`src/rtl/xpdr_pkg.sv`:
```
package xpdr_pkg;
  localparam int BYTE_W = 8;

  typedef enum logic [2:0] {
    ST_IDLE,
    ST_ADDR,
    ST_ACK,
    ST_WDATA,
    ST_RDATA,
    ST_RACK,
    ST_SKIP
  } xfer_state_t;

  typedef enum logic {
    BANK_OD,
    BANK_PP
  } bank_t;
endpackage

```
`src/rtl/xpdr_sync.sv`:
```
module xpdr_sync #(
  parameter int STAGES = 2,
  parameter int WIDTH  = 2
) (
  input  logic             clk,
  input  logic             rst_n,
  input  logic [WIDTH-1:0] raw_i,
  output logic [WIDTH-1:0] sync_o,
  output logic [WIDTH-1:0] prev_o
);
  logic [STAGES-1:0][WIDTH-1:0] pipe_q;
  logic [WIDTH-1:0]             prev_q;

  // bus lines idle high, so every stage resets to ones
  generate
    for (genvar s = 0; s < STAGES; s++) begin : g_stage
      if (s == 0) begin : g_first
        always_ff @(posedge clk or negedge rst_n) begin
          if (!rst_n) pipe_q[s] <= '1;
          else        pipe_q[s] <= raw_i;
        end
      end else begin : g_next
        always_ff @(posedge clk or negedge rst_n) begin
          if (!rst_n) pipe_q[s] <= '1;
          else        pipe_q[s] <= pipe_q[s-1];
        end
      end
    end
  endgenerate

  always_ff @(posedge clk or negedge rst_n) begin
    if (!rst_n) prev_q <= '1;
    else        prev_q <= pipe_q[STAGES-1];
  end

  assign sync_o = pipe_q[STAGES-1];
  assign prev_o = prev_q;
endmodule

```
`src/rtl/xpdr_bus_cond.sv`:
```
module xpdr_bus_cond (
  input  logic scl_s,
  input  logic sda_s,
  input  logic scl_p,
  input  logic sda_p,
  output logic scl_rise,
  output logic scl_fall,
  output logic start_det,
  output logic stop_det
);
  logic scl_held_high;

  always_comb begin
    scl_held_high = scl_s & scl_p;
    scl_rise      = scl_s & ~scl_p;
    scl_fall      = ~scl_s & scl_p;
    start_det     = scl_held_high & sda_p & ~sda_s;
    stop_det      = scl_held_high & ~sda_p & sda_s;
  end
endmodule

```
`src/rtl/xpdr_addr_match.sv`:
```
module xpdr_addr_match #(
  parameter int               PFX_W     = 3,
  parameter int               STRAP_W   = 4,
  parameter logic [PFX_W-1:0] OD_PREFIX = 3'b110,
  parameter logic [PFX_W-1:0] PP_PREFIX = 3'b101,
  localparam int              ADDR_W    = PFX_W + STRAP_W
) (
  input  logic [ADDR_W-1:0]  addr_i,
  input  logic [STRAP_W-1:0] strap_i,
  output logic               hit_od,
  output logic               hit_pp
);
  logic low_ok;

  always_comb begin
    low_ok = (addr_i[STRAP_W-1:0] == strap_i);
    hit_od = low_ok && (addr_i[ADDR_W-1:STRAP_W] == OD_PREFIX);
    hit_pp = low_ok && (addr_i[ADDR_W-1:STRAP_W] == PP_PREFIX);
  end
endmodule

```
`src/rtl/xpdr_tx_src.sv`:
```
module xpdr_tx_src #(
  parameter int W = 8
) (
  input  xpdr_pkg::bank_t bank_i,
  input  logic            flag_turn_i,
  input  logic [W-1:0]    od_port_i,
  input  logic [W-1:0]    pp_port_i,
  input  logic [W-1:0]    snap_i,
  output logic [W-1:0]    byte_o,
  output logic            capture_o
);
  always_comb begin
    capture_o = 1'b0;
    if (bank_i == xpdr_pkg::BANK_PP) begin
      byte_o = pp_port_i;
    end else if (flag_turn_i) begin
      byte_o = snap_i;
    end else begin
      byte_o    = od_port_i;
      capture_o = 1'b1;
    end
  end
endmodule

```
`src/rtl/xpdr_i2c_slave.sv`:
```
module xpdr_i2c_slave #(
  parameter int          SYNC_STAGES = 2,
  parameter int          PFX_W       = 3,
  parameter logic [PFX_W-1:0] OD_PREFIX = 3'b110,
  parameter logic [PFX_W-1:0] PP_PREFIX = 3'b101,
  localparam int         BW          = xpdr_pkg::BYTE_W,
  localparam int         STRAP_W     = BW - 1 - PFX_W,
  localparam int         CNT_W       = $clog2(BW + 1)
) (
  input  logic               clk,
  input  logic               rst_n,
  input  logic               scl_i,
  input  logic               sda_i,
  output logic               sda_oe,
  input  logic [STRAP_W-1:0] strap_i,
  input  logic [BW-1:0]      od_port_i,
  input  logic [BW-1:0]      pp_port_i,
  input  logic [BW-1:0]      flags_i,
  output logic               flag_clr
);
  import xpdr_pkg::*;

  localparam logic [CNT_W-1:0] LAST_BIT = CNT_W'(BW);

  // reset: asserted asynchronously, released on a clock edge
  logic [1:0] rst_pipe_q;
  logic       rst_int_n;

  always_ff @(posedge clk or negedge rst_n) begin
    if (!rst_n) rst_pipe_q <= 2'b00;
    else        rst_pipe_q <= {rst_pipe_q[0], 1'b1};
  end
  assign rst_int_n = rst_pipe_q[1];

  // bus sampling and conditions
  logic [1:0] bus_s, bus_p;
  logic       scl_s, sda_s;
  logic       scl_rise, scl_fall, start_det, stop_det;

  xpdr_sync #(.STAGES(SYNC_STAGES), .WIDTH(2)) u_sync (
    .clk   (clk),
    .rst_n (rst_int_n),
    .raw_i ({scl_i, sda_i}),
    .sync_o(bus_s),
    .prev_o(bus_p)
  );

  assign scl_s = bus_s[1];
  assign sda_s = bus_s[0];

  xpdr_bus_cond u_cond (
    .scl_s    (bus_s[1]),
    .sda_s    (bus_s[0]),
    .scl_p    (bus_p[1]),
    .sda_p    (bus_p[0]),
    .scl_rise (scl_rise),
    .scl_fall (scl_fall),
    .start_det(start_det),
    .stop_det (stop_det)
  );

  // state
  xfer_state_t      state_q, state_d;
  logic [CNT_W-1:0] cnt_q, cnt_d;
  logic [BW-1:0]    shreg_q, shreg_d;
  logic [BW-1:0]    tx_q, tx_d;
  logic [BW-1:0]    snap_q, snap_d;
  logic             oe_q, oe_d;
  logic             rd_q, rd_d;
  logic             turn_q, turn_d;
  logic             clr_q, clr_d;
  bank_t            bank_q, bank_d;

  // address decode on the shifted byte
  logic hit_od, hit_pp;

  xpdr_addr_match #(
    .PFX_W    (PFX_W),
    .STRAP_W  (STRAP_W),
    .OD_PREFIX(OD_PREFIX),
    .PP_PREFIX(PP_PREFIX)
  ) u_match (
    .addr_i (shreg_q[BW-1:1]),
    .strap_i(strap_i),
    .hit_od (hit_od),
    .hit_pp (hit_pp)
  );

  // next response byte
  logic [BW-1:0] src_byte;
  logic          src_capture;

  xpdr_tx_src #(.W(BW)) u_src (
    .bank_i     (bank_q),
    .flag_turn_i(turn_q),
    .od_port_i  (od_port_i),
    .pp_port_i  (pp_port_i),
    .snap_i     (snap_q),
    .byte_o     (src_byte),
    .capture_o  (src_capture)
  );

  always_comb begin
    state_d = state_q;
    cnt_d   = cnt_q;
    shreg_d = shreg_q;
    tx_d    = tx_q;
    snap_d  = snap_q;
    oe_d    = oe_q;
    rd_d    = rd_q;
    turn_d  = turn_q;
    clr_d   = 1'b0;
    bank_d  = bank_q;

    if (stop_det) begin
      state_d = ST_IDLE;
      oe_d    = 1'b0;
    end else if (start_det) begin
      state_d = ST_ADDR;
      cnt_d   = '0;
      oe_d    = 1'b0;
    end else begin
      unique case (state_q)
        ST_ADDR: begin
          if (scl_rise) begin
            shreg_d = {shreg_q[BW-2:0], sda_s};
            cnt_d   = cnt_q + 1'b1;
          end else if (scl_fall && cnt_q == LAST_BIT) begin
            cnt_d = '0;
            if (hit_od || hit_pp) begin
              state_d = ST_ACK;
              oe_d    = 1'b1;
              bank_d  = hit_pp ? BANK_PP : BANK_OD;
              rd_d    = shreg_q[0];
              turn_d  = 1'b0;
            end else begin
              state_d = ST_SKIP;
            end
          end
        end
        ST_ACK: begin
          if (scl_fall) begin
            cnt_d = '0;
            if (rd_q) begin
              state_d = ST_RDATA;
              tx_d    = src_byte;
              oe_d    = ~src_byte[BW-1];
              turn_d  = ~turn_q;
              if (src_capture) begin
                snap_d = flags_i;
                clr_d  = 1'b1;
              end
            end else begin
              state_d = ST_WDATA;
              oe_d    = 1'b0;
            end
          end
        end
        ST_WDATA: begin
          if (scl_rise) begin
            cnt_d = cnt_q + 1'b1;
          end else if (scl_fall && cnt_q == LAST_BIT) begin
            cnt_d   = '0;
            oe_d    = 1'b1;
            state_d = ST_ACK;
          end
        end
        ST_RDATA: begin
          if (scl_rise) begin
            cnt_d = cnt_q + 1'b1;
          end else if (scl_fall) begin
            if (cnt_q == LAST_BIT) begin
              cnt_d   = '0;
              oe_d    = 1'b0;
              state_d = ST_RACK;
            end else begin
              tx_d = {tx_q[BW-2:0], 1'b0};
              oe_d = ~tx_q[BW-2];
            end
          end
        end
        ST_RACK: begin
          if (scl_rise && sda_s) begin
            state_d = ST_SKIP;
          end else if (scl_fall) begin
            state_d = ST_RDATA;
            tx_d    = src_byte;
            oe_d    = ~src_byte[BW-1];
            turn_d  = ~turn_q;
            if (src_capture) begin
              snap_d = flags_i;
              clr_d  = 1'b1;
            end
          end
        end
        default: begin
          oe_d = 1'b0;
        end
      endcase
    end
  end

  always_ff @(posedge clk or negedge rst_int_n) begin
    if (!rst_int_n) begin
      state_q <= ST_IDLE;
      cnt_q   <= '0;
      shreg_q <= '0;
      tx_q    <= '0;
      snap_q  <= '0;
      oe_q    <= 1'b0;
      rd_q    <= 1'b0;
      turn_q  <= 1'b0;
      clr_q   <= 1'b0;
      bank_q  <= BANK_OD;
    end else begin
      state_q <= state_d;
      cnt_q   <= cnt_d;
      shreg_q <= shreg_d;
      tx_q    <= tx_d;
      snap_q  <= snap_d;
      oe_q    <= oe_d;
      rd_q    <= rd_d;
      turn_q  <= turn_d;
      clr_q   <= clr_d;
      bank_q  <= bank_d;
    end
  end

  assign sda_oe   = oe_q;
  assign flag_clr = clr_q;
endmodule

```
`config.mk`:
```
export PLATFORM = sky130hd
export DESIGN_NAME = xpdr_i2c_slave
export DESIGN_NICKNAME = d
export VERILOG_FILES = /design/src/rtl/xpdr_pkg.sv /design/src/rtl/xpdr_sync.sv /design/src/rtl/xpdr_bus_cond.sv /design/src/rtl/xpdr_addr_match.sv /design/src/rtl/xpdr_tx_src.sv /design/src/rtl/xpdr_i2c_slave.sv
export SDC_FILE = /design/constraint.sdc
export NUM_CORES = 1
export LEC_CHECK = 0
export ABC_AREA = 1
export BUFFER_PORTS_ARGS = -buffer_cell sky130_fd_sc_hd__buf_2
export CAP_MARGIN = 20
export CORE_MARGIN = 10
export CORE_UTILIZATION = 40
export DETAILED_ROUTE_END_ITERATION = 10
export HOLD_SLACK_MARGIN = 0.08
export PLACE_DENSITY_LB_ADDON = 0.12
export REMOVE_ABC_BUFFERS = 1
export SETUP_SLACK_MARGIN = 0.1
export SKIP_LAST_GASP = 1
export SYNTH_ARGS = -nofsm -noshare
export SYNTH_HDL_FRONTEND = slang
export SYNTH_SLANG_ARGS = --single-unit
```
`constraint.sdc`:
```
create_clock -name clk -period 2.3 [get_ports clk]
set_clock_uncertainty 0.2 [all_clocks]
set_input_delay 0.115 -clock clk [delete_from_list [all_inputs] [get_ports clk]]
set_output_delay 0.115 -clock clk [all_outputs]
set_load 0.02 [all_outputs]
```
# Word level (Yosys, flattened, before mapping)
# Index checks and enable logic that the tools add are counted.
# classes
reduce_logical,19
shift,0
eq_ne,35
mux,73
n_lt_le_gt_ge,0
n_mul,0
div_mod_pow,0
bitwise,17
n_addsub,1
# op_table
op,count
8-bit two-way mux,7
4-bit != test (second input constant),13
7-bit two-way mux,7
3-bit two-way mux,14
10-bit AND reduction,4
1-bit two-way mux,31
4-bit two-way mux,7
7-bit one-hot mux with 3 select lines,1
2-bit != test (second input constant),10
8-bit one-hot mux with 2 select lines,1
3-bit one-hot mux with 5 select lines,1
3-bit equality test (second input constant),4
4-bit one-hot mux with 3 select lines,1
6-bit AND reduction,2
1-bit inverter,10
1-bit bitwise AND,7
7-bit AND reduction,1
7-bit nonzero test,1
3-bit by 2-bit equality test with 1-bit output (second input constant),2
3-bit nonzero test,2
5-bit != test (second input constant),1
1-bit one-hot mux with 5 select lines,1
4-bit by 1-bit adder with 4-bit output (second input constant),1
4-bit equality test,1
other kinds (12),15
# totals
n_memories,0
inputBits,32
word_cells,159
latch_bits,0
ramBits,0
regBits,43
output_inout_bits,2
rom_bits,0

# Longest topological paths before layout
# depth
depth_word,9
mapped_depth,12
depth_no_buf,11

# By module
# Synthesis repeated with hierarchy kept, for this count alone.
# hier_totals
hier_cells,363
area_unflattened_um2,2610.0
# by_module_without_submodules
module,cells_each,seq_area_each_um2,area_each_um2,instances
xpdr_i2c_slave,254,925.9,2042.0,1
xpdr_tx_src,61,0.0,244.0,1
xpdr_sync,8,157.7,172.7,1
xpdr_addr_match,29,0.0,110.1,1
xpdr_bus_cond,11,0.0,41.3,1

# Worst setup path after synthesis
# OpenSTA, ideal clock, no wires.
# synth_timing
kind,reg2reg
startpoint,"register u_sync.prev_q[1], in the netlist u_sync.prev_o[1]"
endpoint,register tx_q[4]
synth_period_minus_slack_ns,1.879
path_stages_with_launch,10
setup_ns,0.121
setup_slack_ns,0.421
n_path_buf,1
arrival_ns,1.558
required_ns,1.979
cell_sequence,dfstp_2 inv_1 ha_1 nand2_1 inv_1 nand2_1 nand4_2 nor3_4 buf_6 o21ai_1
# synth_via
elab_chain_cells,5
word_cells_on_any_way,17
classes_between,eq/ne (5); bitwise (10); reduce/logical (2)
# synth_lines
item,line,source
start: declaration,xpdr_sync.sv:12,logic [WIDTH-1:0] prev_q;
start signal: assignment,xpdr_sync.sv:33,else prev_q <= pipe_q[STAGES-1];
1-bit inverter or 1-bit bitwise AND (tied branches),"xpdr_bus_cond.sv:15, xpdr_bus_cond.sv:14",
1-bit bitwise AND (on tied branches),"xpdr_bus_cond.sv:15, xpdr_bus_cond.sv:17, xpdr_bus_cond.sv:18",
"1-bit logical AND, or another cell as far along",xpdr_i2c_slave.sv:183,if (scl_rise && sda_s) begin
2-bit != test (no line) or 1-bit inverter (tied branches),-,
10-bit AND reduction (no line) *,-,
end signal: assignment,xpdr_i2c_slave.sv:219,tx_q <= tx_d;
end: declaration,xpdr_i2c_slave.sv:66,"logic [BW-1:0] tx_q, tx_d;"
# Mark *: on every way between the ends. The rest lies on a longest branch, timed or not.
# A chain may end at the register's enable or synchronous reset.

# Worst setup path in the final report
# layout_timing
startpoint,"register u_sync.prev_q[1], in the netlist u_sync.prev_o[1]"
endpoint,register tx_q[0]
# Same word-level chain as after synthesis.

==> impl_metrics.env <==
export IMPL_holdCritStartpoint="strap_i[0]"
export IMPL_timing_hold_ws_ps=86.1
export IMPL_worst_path_max_fanout=14
export IMPL_clk_latency_ps=300
export IMPL_clock_fmax_mhz=483
export IMPL_seq_area_frac_synth_pct=41.8
export IMPL_gp_congestion=0.963
export IMPL_ioPinCount=34
export IMPL_worst_path_buf_inv=3
export IMPL_start_kind="flip-flop"
export IMPL_area_delta_synth_final_pct=22.8
export IMPL_drc_errors=0
export IMPL_dp_hpwl_mm=4.56
export IMPL_yosys_warnings=0
export IMPL_drv_slew=0
export IMPL_required_ps=2330
export IMPL_worst_slew_pin_slew_ps=972
export IMPL_grt_antenna_before_repair=0
export IMPL_p_leak_uw=0.00162
export IMPL_placed_cells=457
export IMPL_numCtsBuffers=5
export IMPL_grt_max_degree=22
export IMPL_cts_clk_slew_worst_paths_ps=100
export IMPL_reg2reg_to="tx_q[0]"
export IMPL_cpPeakStageDelay_ps=560
export IMPL_nFillCells=665
export IMPL_die_h_um=100
export IMPL_vias=2301
export IMPL_syn_inst=351
export IMPL_fin_crit_ps=2070
export IMPL_power_density_nw_per_um2=1040
export IMPL_rsz0062_at_grt="true"
export IMPL_start_util_pct=41.0
export IMPL_grt_pass1_vias=2380
export IMPL_viasPerCell=4.70
export IMPL_worst_path_max_delay_cell="dfstp_2"
export IMPL_final_cell_area_um2=3180
export IMPL_maxCapViolCount=0
export IMPL_die_w_um=100
export IMPL_syn_area_um2=2590
export IMPL_ir_worst_vdd_mv=0.683
export IMPL_final_period_utilization_pct=90.1
export IMPL_r2r_cells=10
export IMPL_ys_ff_latch=43
export IMPL_worstSetupPathType="flip-flop to flip-flop"
export IMPL_r2r_slack_ps=230
export IMPL_status="complete, no violations"
export IMPL_wirelength_mm=6.23
export IMPL_hold_viol_final=0
export IMPL_placedInstanceArea_um2=2840
export IMPL_tns_ps=0
export IMPL_regToRegStartpoint="u_sync.prev_o[1]"
export IMPL_postRouteAntennaNets=0
export IMPL_nNetsFinal=449
export IMPL_crit_arrival_ps=2100
export IMPL_grt_overflow=0
export IMPL_setup_viol_count_final=0
export IMPL_wl_per_cell_um=12.7
export IMPL_crit_chain="inv_1, ha_1, nand2_1, inv_1, nand2_1, nand4_2, nor3_4, buf_4, nand2_1, o21ai_1"
export IMPL_clock_sinks=43
export IMPL_grt_pass1_wl_mm=11.0
export IMPL_final_seq_area_um2=1090
export IMPL_cts_tree="yes"
export IMPL_clock_root_buffer="clkbuf_8"
export IMPL_cpMostUsedCell="nand2_1"
export IMPL_min_to="rd_q"
export IMPL_cp_top_family="flip-flops"
export IMPL_drive_gt1_share_pct=22.1
export IMPL_min_path_type="input pin to flip-flop"
export IMPL_multi_input_area_um2=1300
export IMPL_io_buffers=33
export IMPL_final_cells=490
export IMPL_finish_utilization_pct=50.4
export IMPL_clock_path_buffers=2
export IMPL_avgSynthCellArea_um2=7.38
export IMPL_htreeDepth=2
export IMPL_dieArea_um2=10100
export IMPL_ys_types=33
export IMPL_maxSlewHeadroom_pct=35.0
export IMPL_core_um2=6310
export IMPL_whs_path_depth=6
export IMPL_grt_use_total_pct=13.1
export IMPL_cp_end_kind="flip-flop"
export IMPL_dr_pass1_iters=4
export IMPL_rows=29
export IMPL_drtIter0Drc=108
==> layout make-up <==
| cell class | instances | area share (%) |
|---|---|---|
| multi-input cells | 259 | 41.0 |
| inverters | 43 | 5.23 |
| clock buffers | 5 | 2.16 |
| diodes | 1 | 0.0787 |
| flip-flops and latches | 43 | 34.1 |
| well taps | 77 | 3.03 |
| clock inverters | 3 | 0.826 |
| repair buffers | 59 | 13.5 |
==> sequential cells by signal, summed over array words and instances, names as in the netlist <==
name	flops
bank_q	1
cnt_q	4
flag_clr	1
rd_q	1
rst_pipe_q	2
sda_oe	1
shreg_q	8
snap_q	8
state_q	3
turn_q	1
tx_q	7
u_sync.pipe_q	2
u_sync.prev_o	2
u_sync.sync_o	2
==> kinds of logic (layout without fill, tap and decap cells) <==
family	after synthesis	after routing	synth area share, %
and+or+nand+nor	200	201	36.3
buffers and inverters	50	110	8.26
AOI/OAI and AO/OA	49	49	9.90
DFF	43	43	41.8
adders and majority gates	6	6	2.90
xor gates and xnor gates	2	2	0.676
other	1	2	0.145
==> timing repair <==
action,CTS,global route
hold buffers,23,0
endpoints found under the setup margin,0,9
endpoints found under the hold margin,39,0
resized for setup,0,3
buffers inserted,0,0
==> metrics by stage <==
step	setup WS, ps	total power, uW
after floorplan	309	2320
after global placement	253	2700
after detailed placement	272	2720
after CTS	140	3300
after global routing	97.5	3660
final	229	3310
==> layout by cell type (no fill, tap or decap) <==
cell and count:
nand2_1 136, nand3_4 1, buf_2 33, clkinv_1 1, nor2_1 12, inv_4 2, nand4_1 3, buf_4 2
nor3_2 1, xor2_1 2, nor3_4 1, ha_1 6, diode_2 1, o21ai_2 3, nand3_1 21, dlygate4sd3_1 23
nand2_2 8, dfrtp_2 2, nand3b_1 1, dfstp_2 6, inv_1 33, dfrtp_1 35, nor2_2 2, o21ai_1 18
conb_1 1, nand3b_2 1, nand3_2 5, inv_6 3, a21oi_1 5, nor3_1 1, buf_12 1, o21ai_0 23
clkbuf_8 5, nand2_4 3, inv_2 7, nor2_4 4, nand4_2 1
==> report_power, final <==
part	switching, uW	internal, uW
logic	1030	582
registers	196	974
clock network	299	226
==> worst min-delay path: cells and delay by family <==
family,cells,cell delay (ps)
buffers and inverters,1,90
and+or+nand+nor,4,290
AOI/OAI and AO/OA,1,70
==> how the worst max path moves through the flow <==
stage / startpoint / endpoint / cells past startpoint
2_1_floorplan: u_sync.prev_o[1] / tx_q[0] / 9
3_3_place_gp: u_sync.prev_o[1] / snap_q[0] / 11
3_5_place_dp: u_sync.prev_o[1] / snap_q[2] / 11
4_1_cts: state_q[0] / tx_q[0] / 7
5_1_grt: turn_q / tx_q[0] / 6
6_report: u_sync.prev_o[1] / tx_q[0] / 10
==> metal layers <==
layer	up-vias	share of wire [%]	global-route usage [%]
met5	-	0	0
met4	0	1.1	4.02
met3	8	4.0	3.16
met2	49	47	20.6
met1	1018	47	17.3
li1	1226	-	-
==> cells in the mapped netlist <==
master,n,area share (%)
dfstp_2,6,6.1
nor2_2,2,0.48
dfrtp_1,37,36
nor3_2,1,0.39
clkbuf_1,2,0.29
nand4_2,1,0.48
buf_6,2,0.87
nand2_4,3,1.3
nand2_2,8,1.9
nand4_1,3,0.72
nor3_4,1,0.63
a21oi_1,5,0.97
nand3_4,1,0.68
clkinv_1,1,0.14
nor3_1,1,0.19
inv_2,7,1.0
conb_1,1,0.14
o21ai_0,23,4.4
inv_4,2,0.48
o21ai_2,3,1.0
nor2_4,3,1.3
buf_4,1,0.29
nand3_1,21,4.1
buf_2,2,0.39
ha_1,6,2.9
nand3b_2,1,0.43
nand3b_1,1,0.29
nand2_1,135,20
inv_1,33,4.8
xor2_1,2,0.68
nor2_1,13,1.9
o21ai_1,18,3.5
nand3_2,5,1.9
Note: power is estimated with default switching activity, not from simulation.
